==> config.mk <==
export PLATFORM = sky130hd
export DESIGN_NAME = kh_stream_dispatch
export DESIGN_NICKNAME = d
export VERILOG_FILES = /design/src/rtl/kh_pkg.sv /design/src/rtl/kh_quad_ctrl.sv /design/src/rtl/kh_quad_dpath.sv /design/src/rtl/kh_stream_dispatch.sv
export SDC_FILE = /design/constraint.sdc
export NUM_CORES = 1
export LEC_CHECK = 0
export BUFFER_PORTS_ARGS = -buffer_cell sky130_fd_sc_hd__buf_4
export CAP_MARGIN = 20
export CORE_MARGIN = 1
export CORE_UTILIZATION = 54
export DETAILED_ROUTE_END_ITERATION = 6
export PLACE_DENSITY = 0.83
export SLEW_MARGIN = 20
export SYNTH_ARGS = -nofsm -noshare
export SYNTH_HDL_FRONTEND = slang
export SYNTH_SLANG_ARGS = --single-unit
==> constraint.sdc <==
create_clock -name clk -period 16.4 [get_ports clk]
set_clock_uncertainty 0.15 [all_clocks]
set_input_delay 3.28 -clock clk [delete_from_list [all_inputs] [get_ports clk]]
set_output_delay 3.28 -clock clk [all_outputs]
set_load 0.05 [all_outputs]
==> src/rtl/kh_pkg.sv <==
package kh_pkg;
  localparam int WORD_W = 32;
  localparam int QUAD_WORDS = 4;
  localparam int QUAD_W = WORD_W * QUAD_WORDS;

  typedef struct packed {
    logic quadDone;
    logic sendPayload;
    logic loadCount;
    logic sendFrame;
  } khCtl_t;
endpackage

==> src/rtl/kh_quad_ctrl.sv <==
module kh_quad_ctrl
  import kh_pkg::*;
#(
  parameter logic [7:0] TYPE_LOCAL = 8'h01,
  parameter logic [7:0] TYPE_FRAME = 8'h02,
  parameter int REG_W = 6,
  parameter logic [REG_W-1:0] REG_FDATA = 6'h04
) (
  input  logic             wrEn,
  input  logic [1:0]       slotSel,
  input  logic             decompEn,
  input  logic             cntBusy,
  input  logic [7:0]       hdrType,
  input  logic [REG_W-1:0] hdrReg,
  output khCtl_t           ctl
);
  localparam logic [1:0] LAST_SLOT = 2'(QUAD_WORDS - 1);

  logic active;
  logic isLoadHdr;
  logic isFrameHdr;

  always_comb begin
    ctl.quadDone    = wrEn && (slotSel == LAST_SLOT);
    active          = ctl.quadDone && !decompEn;
    isLoadHdr       = (hdrType == TYPE_LOCAL) && (hdrReg == REG_FDATA);
    isFrameHdr      = (hdrType == TYPE_FRAME);
    ctl.sendPayload = active && cntBusy;
    ctl.loadCount   = active && !cntBusy && isLoadHdr;
    ctl.sendFrame   = active && !cntBusy && isFrameHdr;
  end
endmodule

==> src/rtl/kh_quad_dpath.sv <==
module kh_quad_dpath
  import kh_pkg::*;
#(
  parameter int NUM_ROWS = 15,
  parameter int ROW_W = 5,
  parameter int REG_W = 6,
  parameter int CNT_W = 32,
  parameter int CNT_MULT = 25,
  parameter logic [ROW_W-1:0] BCAST_ROW = 5'h1F,
  parameter logic [REG_W-1:0] REG_FDATA = 6'h04
) (
  input  logic                clk,
  input  logic                rst,
  input  logic                wrEn,
  input  logic [1:0]          slotSel,
  input  logic [WORD_W-1:0]   wrData,
  input  khCtl_t              ctl,
  output logic [7:0]          hdrType,
  output logic [REG_W-1:0]    hdrReg,
  output logic                cntBusy,
  output logic [NUM_ROWS-1:0] rowValid,
  output logic [REG_W-1:0]    rowReg,
  output logic [QUAD_W-1:0]   rowData,
  output logic                cntErr,
  output logic                rowErr
);
  localparam logic [1:0] LAST_SLOT = 2'(QUAD_WORDS - 1);

  logic [WORD_W-1:0]   quadBuf [QUAD_WORDS-1];
  logic [QUAD_W-1:0]   fullQuad;
  logic [CNT_W-1:0]    cntVal;
  logic [ROW_W-1:0]    latchRow;
  logic [ROW_W-1:0]    destRow;
  logic [NUM_ROWS-1:0] rowHit;
  logic                isBcast;
  logic                badRow;
  logic                doSend;
  logic [WORD_W-1:0]   wordOne;

  // Slots 0..2 are held; slot 3 comes straight from the bus
  assign fullQuad = {wrData, quadBuf[2], quadBuf[1], quadBuf[0]};
  assign wordOne  = fullQuad[2*WORD_W-1:WORD_W];
  assign hdrType  = fullQuad[31:24];
  assign hdrReg   = fullQuad[8+REG_W-1:8];
  assign cntBusy  = (cntVal != '0);
  assign doSend   = ctl.sendPayload || ctl.sendFrame;
  assign destRow  = ctl.sendPayload ? latchRow : fullQuad[16+ROW_W-1:16];
  assign isBcast  = (destRow == BCAST_ROW);
  assign badRow   = !isBcast && (destRow >= ROW_W'(NUM_ROWS));

  for (genvar r = 0; r < NUM_ROWS; r++) begin : g_rowHit
    assign rowHit[r] = isBcast || (destRow == ROW_W'(r));
  end

  always_ff @(posedge clk) begin
    if (rst) begin
      for (int i = 0; i < QUAD_WORDS - 1; i++) quadBuf[i] <= '0;
    end else if (wrEn) begin
      if (slotSel == LAST_SLOT) begin
        for (int i = 0; i < QUAD_WORDS - 1; i++) quadBuf[i] <= '0;
      end else begin
        quadBuf[slotSel] <= wrData;
      end
    end
  end

  always_ff @(posedge clk) begin
    if (rst) begin
      cntVal   <= '0;
      latchRow <= '0;
      cntErr   <= 1'b0;
    end else begin
      cntErr <= 1'b0;
      if (ctl.loadCount) begin
        cntVal   <= CNT_W'(wordOne);
        latchRow <= fullQuad[16+ROW_W-1:16];
        cntErr   <= (CNT_W'(wordOne) % CNT_W'(CNT_MULT)) != '0;
      end else if (ctl.sendPayload) begin
        cntVal <= cntVal - 1'b1;
      end
    end
  end

  always_ff @(posedge clk) begin
    if (rst) begin
      rowValid <= '0;
      rowReg   <= '0;
      rowData  <= '0;
      rowErr   <= 1'b0;
    end else begin
      rowValid <= doSend ? rowHit : '0;
      rowErr   <= doSend && badRow;
      if (ctl.sendPayload) begin
        rowReg  <= REG_FDATA;
        rowData <= fullQuad;
      end else if (ctl.sendFrame) begin
        rowReg  <= hdrReg;
        rowData <= {{WORD_W{1'b0}}, fullQuad[QUAD_W-1:WORD_W]};
      end
    end
  end

  AST_VALID_SHAPE: assert property (@(posedge clk) disable iff (rst)
    (rowValid == '0) || $onehot(rowValid) || (&rowValid));
  AST_ROW_ERR_NO_PORT: assert property (@(posedge clk) disable iff (rst)
    rowErr |-> (rowValid == '0));
  AST_CNT_STEP: assert property (@(posedge clk) disable iff (rst)
    ctl.sendPayload |=> (cntVal == $past(cntVal) - 1'b1));
  AST_CNT_ERR_CAUSE: assert property (@(posedge clk) disable iff (rst)
    cntErr |-> $past(ctl.loadCount));
endmodule

==> src/rtl/kh_stream_dispatch.sv <==
module kh_stream_dispatch
  import kh_pkg::*;
#(
  parameter int ADDR_W = 12,
  parameter int NUM_ROWS = 15,
  parameter int CNT_MULT = 25,
  parameter logic [7:0] TYPE_LOCAL = 8'h01,
  parameter logic [7:0] TYPE_FRAME = 8'h02,
  parameter logic [5:0] REG_FDATA = 6'h04
) (
  input  logic                clk,
  input  logic                rst,
  input  logic                wrEn,
  input  logic                rdEn,
  input  logic [ADDR_W-1:0]   addr,
  input  logic [31:0]         wrData,
  input  logic                decompEn,
  output logic [31:0]         rdData,
  output logic [NUM_ROWS-1:0] rowValid,
  output logic [5:0]          rowReg,
  output logic [127:0]        rowData,
  output logic                rdErr,
  output logic                cntErr,
  output logic                rowErr
);
  localparam int ROW_W = 5;
  localparam int REG_W = 6;

  khCtl_t           ctl;
  logic [1:0]       slotSel;
  logic [7:0]       hdrType;
  logic [REG_W-1:0] hdrReg;
  logic             cntBusy;
  logic             unusedAddr;

  assign slotSel    = addr[3:2];
  assign unusedAddr = ^{addr[ADDR_W-1:4], addr[1:0]};
  assign rdData     = '0;

  always_ff @(posedge clk) begin
    if (rst) rdErr <= 1'b0;
    else     rdErr <= rdEn;
  end

  kh_quad_ctrl #(
    .TYPE_LOCAL(TYPE_LOCAL), .TYPE_FRAME(TYPE_FRAME),
    .REG_W(REG_W), .REG_FDATA(REG_FDATA)
  ) ctrl_i (
    .wrEn(wrEn), .slotSel(slotSel), .decompEn(decompEn),
    .cntBusy(cntBusy), .hdrType(hdrType), .hdrReg(hdrReg), .ctl(ctl)
  );

  kh_quad_dpath #(
    .NUM_ROWS(NUM_ROWS), .ROW_W(ROW_W), .REG_W(REG_W), .CNT_W(32),
    .CNT_MULT(CNT_MULT), .BCAST_ROW(5'h1F), .REG_FDATA(REG_FDATA)
  ) dpath_i (
    .clk(clk), .rst(rst), .wrEn(wrEn), .slotSel(slotSel), .wrData(wrData),
    .ctl(ctl), .hdrType(hdrType), .hdrReg(hdrReg), .cntBusy(cntBusy),
    .rowValid(rowValid), .rowReg(rowReg), .rowData(rowData),
    .cntErr(cntErr), .rowErr(rowErr)
  );

  AST_DECOMP_DROP: assert property (@(posedge clk) disable iff (rst)
    (wrEn && slotSel == 2'd3 && decompEn) |=> (rowValid == '0));
  AST_RD_PULSE: assert property (@(posedge clk) disable iff (rst)
    rdEn |=> rdErr);
  AST_VALID_ONE_CYCLE: assert property (@(posedge clk) disable iff (rst)
    !(wrEn && slotSel == 2'd3) |=> (rowValid == '0));
  AST_NO_CNT_ERR_IDLE: assert property (@(posedge clk) disable iff (rst)
    !(wrEn && slotSel == 2'd3) |=> !cntErr);
endmodule

==> results of run 1 <==
[synth_stat cells, types with 9 or more instances]
cell       count
buf_2         21
inv_1         39
o21ai_1       29
clkbuf_1     127
a21oi_2       11
o21a_1        16
and3_1        18
nor2_1       200
nor2b_1       11
edfxtp_1      96
nand2_1      350
a211oi_1      25
nand3b_1      17
a21oi_1      167
a2bb2oi_1      9
mux2i_1       22
o211ai_1      35
buf_1          9
a31oi_1       18
nor4_1        28
or2_2         18
nand3_1       74
a22oi_1       18
a311oi_1      87
or2_1          9
nand4_1       20
a21o_1        19
nor3_1        55
a221oi_1      13
buf_4         38
xnor2_1       35
o2111ai_1     11
o21ai_0       57
dfxtp_1      189
and2_1       111
or3_1         15
[area by class of cell]
class                           count  area (sq um)  area share
Timing Repair Buffer              682          5150       0.197
Multi-Input combinational cell   1831         12600       0.483
Sequential cell                   285          6670       0.255
Clock inverter                     10           169     0.00647
Clock buffer                       40           776      0.0297
Tap cell                          455           569      0.0218
Inverter                           48           180     0.00690
[repair_timing]
item | in CTS | in global routing
setup endpoints to repair | 1 | 1
gates resized for setup | 94 | 48
setup buffers | 32 | 22
pin swaps | 53 | 38
[worst min-delay path by stage]
stage	endpoint	slack (ns)	depth (start not counted)
2_1_floorplan	dpath_i.cntVal[12]	0.29	2
3_3_place_gp	dpath_i.rowData[0]	0.30	2
3_5_place_dp	dpath_i.rowData[5]	0.30	2
4_1_cts	dpath_i.rowData[5]	0.31	2
5_1_grt	dpath_i.rowData[7]	0.34	2
6_report	dpath_i.rowData[5]	0.31	2
[stage by stage]
step / hold WS (ns) / instances / utilization / cell area, sq um / setup TNS (ns)
2_1_floorplan: 0.295 / 2360 / - / 19600 / -0.363
3_3_place_gp: 0.299 / 3246 / 0.693 / 24000 / -1.33
3_5_place_dp: 0.301 / 3246 / 0.693 / 24000 / -1.65
4_1_cts: 0.310 / 3328 / 0.741 / 25700 / -1.22
5_1_grt: 0.341 / 3351 / 0.752 / 26100 / -2.38
6_report: 0.311 / 3351 / 0.752 / 26100 / -1.58
[state kept, by name, summed over array words and instances, names as in the netlist]
signal            flops
dpath_i.rowValid     15
dpath_i.latchRow      5
dpath_i.cntErr        1
rdErr                 1
dpath_i.cntVal       32
dpath_i.rowErr        1
dpath_i.quadBuf      96
dpath_i.rowReg        6
dpath_i.rowData     128
[critical path, delay by kind of cell, from the launching register on]
kind | cells | cell delay, ns
compound gates | 37 | 8.61
simple gates | 22 | 5.25
buf+inv | 12 | 1.83
xor+xnor | 4 | 0.71
flops | 1 | 0.50
fa+ha+maj | 2 | 0.39
mux | 1 | 0.36
[per-layer routing]
| metal | wire length, um | vias up | track usage |
|---|---|---|---|
| met5 | 0 | - | 0 |
| met4 | 2390 | 0 | 0.127 |
| met2 | 30700 | 1064 | 0.582 |
| li1 | - | 9704 | - |
| met1 | 25800 | 10000 | 0.441 |
| met3 | 5610 | 197 | 0.0473 |
[cell families (layout without fill, tap and decap cells)]
| group | Yosys count | after routing | synth area share |
|---|---|---|---|
| compound gates | 710 | 710 | 0.287 |
| fa+ha+maj | 10 | 10 | 0.00607 |
| other cells | 1 | 32 | 0.000196 |
| flops | 285 | 285 | 0.348 |
| xor+xnor | 49 | 49 | 0.0262 |
| simple gates | 997 | 997 | 0.256 |
| mux | 33 | 33 | 0.0202 |
| buf+inv | 244 | 780 | 0.0570 |
==> impl_metrics.yaml, run 1 <==
status:
  outcome: "complete, but fails checks"
  violations: "negative setup slack"
route:
  routed_wl_um: 64500
  drc_errors: 0
  drtIter0Drc: 1663
  vias: 21000
  dr.pass1.iters: 5
  viasPerCell: 6.27
  routedWlPerCell_um: 19.2
  drtAntennaViolNets: 0
final_layout:
  final_cell_mix: "675 x buf_4, 346 x nand2_1, 194 x nor2_1"
  layout-drive-gt1-share: 0.346
  fin_nets: 2929
  fillers: 2381
  final_common_cell: "buf_4"
  syn_to_final_growth_pct: 36.1
  diodes: 0
yosys:
  synthTopCellsByArea: "dfxtp_1 20%, edfxtp_1 15%, nand2_1 6.9%"
  synth_edf_count: 96
  syn_area_per_cell_sq_um: 8.23
  synth-seq-cells: 285
  synth_ff_type: "dfxtp_1"
  yosys.area.top_type_share: 0.197
  yosys_warnings: 0
  ys_async_sr_fraction: 0
  syn-cell-area_sq_um: 19200
  ys_seq_area_frac: 0.348
  synthesis.instances: 2329
  yosysTopAreaCell: "dfxtp_1"
  synth.distinct_cells: 137
sta:
  tightest_slew_ns: 1.14
  layout_setup_ws_ns: -1.58
  slew_viol_final: 0
  hold_viol: 0
  fmax_mhz: 55.6
  fin_crit_ns: 17.98
  slew_headroom: 0.237
  fin_crit_sh: 1.10
  rsz0062_at_grt: "yes"
  setup_viol: 1
die:
  die_h_um: 190
  fp.coreArea_sq_um: 34700
  die_x_um: 190
  num_io_pins: 233
  start_util: 0.552
  die_area_sq_um: 36300
  rows: 68
clocking:
  htreeDepth: 1
  clk_pin_slew_ns: 0.07
  clkLatencyLatePin_ns: 0.56
  cts.sinks: 285
  ctsRootBufferMaster: "clkbuf_16"
  postCtsHoldBufs: 0
  clockBufferDepth: 3
  cts_tree: "done"
  numCtsBuffers: 27
global_route:
  grt_max_degree: 105
  overflow: 0
  track_usage: 0.342
  grt_pass1_vias: 20000
  grt_first_pass_wirelength_um: 102000
  antenna_found_initial: 0
critical_path:
  arrival_ns: 18.21
  crit_type: "reg -> reg"
  cpMostUsedCell: "buf_4"
  cpPeakStageDelay_ns: 0.57
  r2r_cells: 78
  crit_path_max_fanout: 9
  required_ns: 16.63
  slowest_stage: "or4_4"
  reg2reg_from: "dpath_i.quadBuf[1][28]"
  worstSetupStartpoint: "dpath_i.quadBuf[1][28]"
  cp-end-kind: "flip-flop"
  critPathCapture: "dpath_i.cntErr"
  r2r_slack_ns: -1.58
  cp-start-kind: "flip-flop"
  r2r_end: "dpath_i.cntErr"
min_path:
  hold_start: "dpath_i.rowData[5]"
  hp-class: "reg -> reg"
place:
  place_congestion: 0.930
  dp_hpwl_um: 44800
  pre_cts_slack_ns: -1.65
  portBuffers: 190
flow_run:
  max_cap_viol_count: 0
Power of run 1 is left out: the tool's default activity adds up to more than one toggle a clock period on the data nets, which glitch-free logic cannot reach.
==> run 2: changes to the inputs <==
--- a/config.mk
+++ b/config.mk
@@ -8,9 +8,9 @@
 export BUFFER_PORTS_ARGS = -buffer_cell sky130_fd_sc_hd__buf_4
 export CAP_MARGIN = 20
 export CORE_MARGIN = 1
-export CORE_UTILIZATION = 54
+export CORE_UTILIZATION = 45
 export DETAILED_ROUTE_END_ITERATION = 6
-export PLACE_DENSITY = 0.83
+export PLACE_DENSITY = 0.72
 export SLEW_MARGIN = 20
 export SYNTH_ARGS = -nofsm -noshare
 export SYNTH_HDL_FRONTEND = slang
==> run 2 against run 1 <==
Cell count up 3.3%. Highest routed layer unchanged. The run still ends with negative setup slack left. Via count fell by 1.2%. Maximum frequency increased by 2.2%. Critical path type unchanged. Register-to-register slack better by 0.39 ns. Critical endpoint unchanged. Utilization is 11 points lower.
==> impl_metrics.yaml, run 2 (same netlist as run 1, synthesis figures left out) <==
place:
  portBuffers: 190
  dp_hpwl_um: 45700
  place_congestion: 0.880
  dp_cells: 3321
  pre_cts_slack_ns: -1.59
final_layout:
  layout-drive-gt1-share: 0.370
  syn_to_final_growth_pct: 41.0
  final_cell_mix: "694 x buf_4, 343 x nand2_1, 189 x dfxtp_1"
  diodes: 0
  final_common_cell: "buf_4"
  fin_nets: 2956
  stdcell_count: 3463
  fillers: 3370
  top_regs: "dpath_i.rowData x128, dpath_i.quadBuf x96, dpath_i.cntVal x32"
  largest_register: "dpath_i.rowData"
  largest_register_ffs: 128
sta:
  fmax_mhz: 56.9
  slew_headroom: 0.341
  fin_crit_ns: 17.59
  rsz0062_at_grt: "yes"
  hold_viol: 0
  whs_ns: 0.311
  layout_setup_ws_ns: -1.19
  slew_viol_final: 0
  setup_viol: 1
  tightest_slew_ns: 0.989
  fin_crit_sh: 1.07
die:
  die_x_um: 208
  fp.coreArea_sq_um: 41900
  num_io_pins: 233
  die_area_sq_um: 43400
  rows: 75
  start_util: 0.457
  die_h_um: 208
route:
  viasPerCell: 5.99
  vias: 20700
  routed_wl_um: 65800
  dr.pass1.iters: 5
  drtIter0Drc: 1737
  drtAntennaViolNets: 0
  drc_errors: 0
  routedWlPerCell_um: 19.0
critical_path:
  cp_top_family: "compound AO/OA/AOI/OAI gates"
  cp-start-kind: "flip-flop"
  cp-end-kind: "flip-flop"
  crit_type: "reg -> reg"
  cpMostUsedCell: "buf_4"
  required_ns: 16.70
  r2r_cells: 81
  r2r_end: "dpath_i.cntErr"
  cpPeakStageDelay_ns: 0.57
  r2r_slack_ns: -1.19
  crit_path_max_fanout: 9
  reg2reg_from: "dpath_i.quadBuf[1][28]"
  arrival_ns: 17.89
  path_buf_inv: 15
  slowest_stage: "or4_4"
global_route:
  grt_first_pass_wirelength_um: 105000
  antenna_found_initial: 1
  overflow: 0
  grt_max_degree: 100
  grt_pass1_vias: 20400
  track_usage: 0.291
min_path:
  hold_start: "dpath_i.rowData[4]"
  hp-class: "reg -> reg"
  whs_path_depth: 2
  worstHoldEndpoint: "dpath_i.rowData[4]"
clocking:
  clockBufferDepth: 3
  postCtsHoldBufs: 0
  ctsRootBufferMaster: "clkbuf_16"
  numCtsBuffers: 28
  htreeDepth: 1
  cts.sinks: 285
  clk_pin_slew_ns: 0.07
  cts_tree: "done"
  clkLatencyLatePin_ns: 0.58
status:
  outcome: "complete, but fails checks"
  violations: "negative setup slack"
flow_run:
  max_cap_viol_count: 0
[run 2: repair_timing]
| action | CTS | global route |
|---|---|---|
| endpoints found under the setup margin | 1 | 1 |
| gates resized for setup | 184 | 45 |
| setup buffers | 74 | 17 |
| pin swaps | 130 | 51 |
[run 2: area by class of cell]
type                    count  area [sq um]  area share
clock inverters            21           334      0.0124
multi-input cells        1831         13100       0.483
inverters                  48           180     0.00666
repair buffers            708          5390       0.199
clock buffers              31           743      0.0275
well taps                 539           674      0.0249
flip-flops and latches    285          6670       0.246
[run 2: worst max path at each step]
stage	startpoint	end	depth (start not counted)
final	dpath_i.quadBuf[1][28]	dpath_i.cntErr	81
after global routing	dpath_i.quadBuf[1][11]	dpath_i.cntErr	81
after CTS	dpath_i.quadBuf[1][1]	dpath_i.cntErr	79
after detailed placement	dpath_i.quadBuf[1][26]	dpath_i.cntErr	79
after global placement	dpath_i.quadBuf[1][26]	dpath_i.cntErr	75
after floorplan	dpath_i.quadBuf[1][28]	dpath_i.cntErr	72
[run 2: layer usage]
layer	global-route usage	share of wire	up-vias
met5	0	0	-
met4	0.0863	0.024	0
met3	0.0371	0.068	119
met2	0.507	0.49	839
met1	0.374	0.42	10000
li1	-	-	9749
[run 2: worst register-to-register path: cells and delay by family (launching register included)]
| kind | cells | cell delay (ns) |
|---|---|---|
| compound gates | 41 | 9.10 |
| simple gates | 19 | 4.15 |
| buf+inv | 15 | 2.36 |
| mux | 2 | 0.51 |
| flops | 1 | 0.50 |
| fa+ha+maj | 2 | 0.41 |
| xor+xnor | 2 | 0.33 |
[run 2: stage by stage]
stage / TNS [ns] / utilization / cell area, sq um
after global routing: -1.92 / 0.645 / 27000
after global placement: -1.23 / 0.574 / 24100
final: -1.19 / 0.645 / 27000
after detailed placement: -1.59 / 0.574 / 24100
after CTS: -0.749 / 0.636 / 26700
after floorplan: -0.363 / - / 19600
Power of run 2 is left out for the same reason.
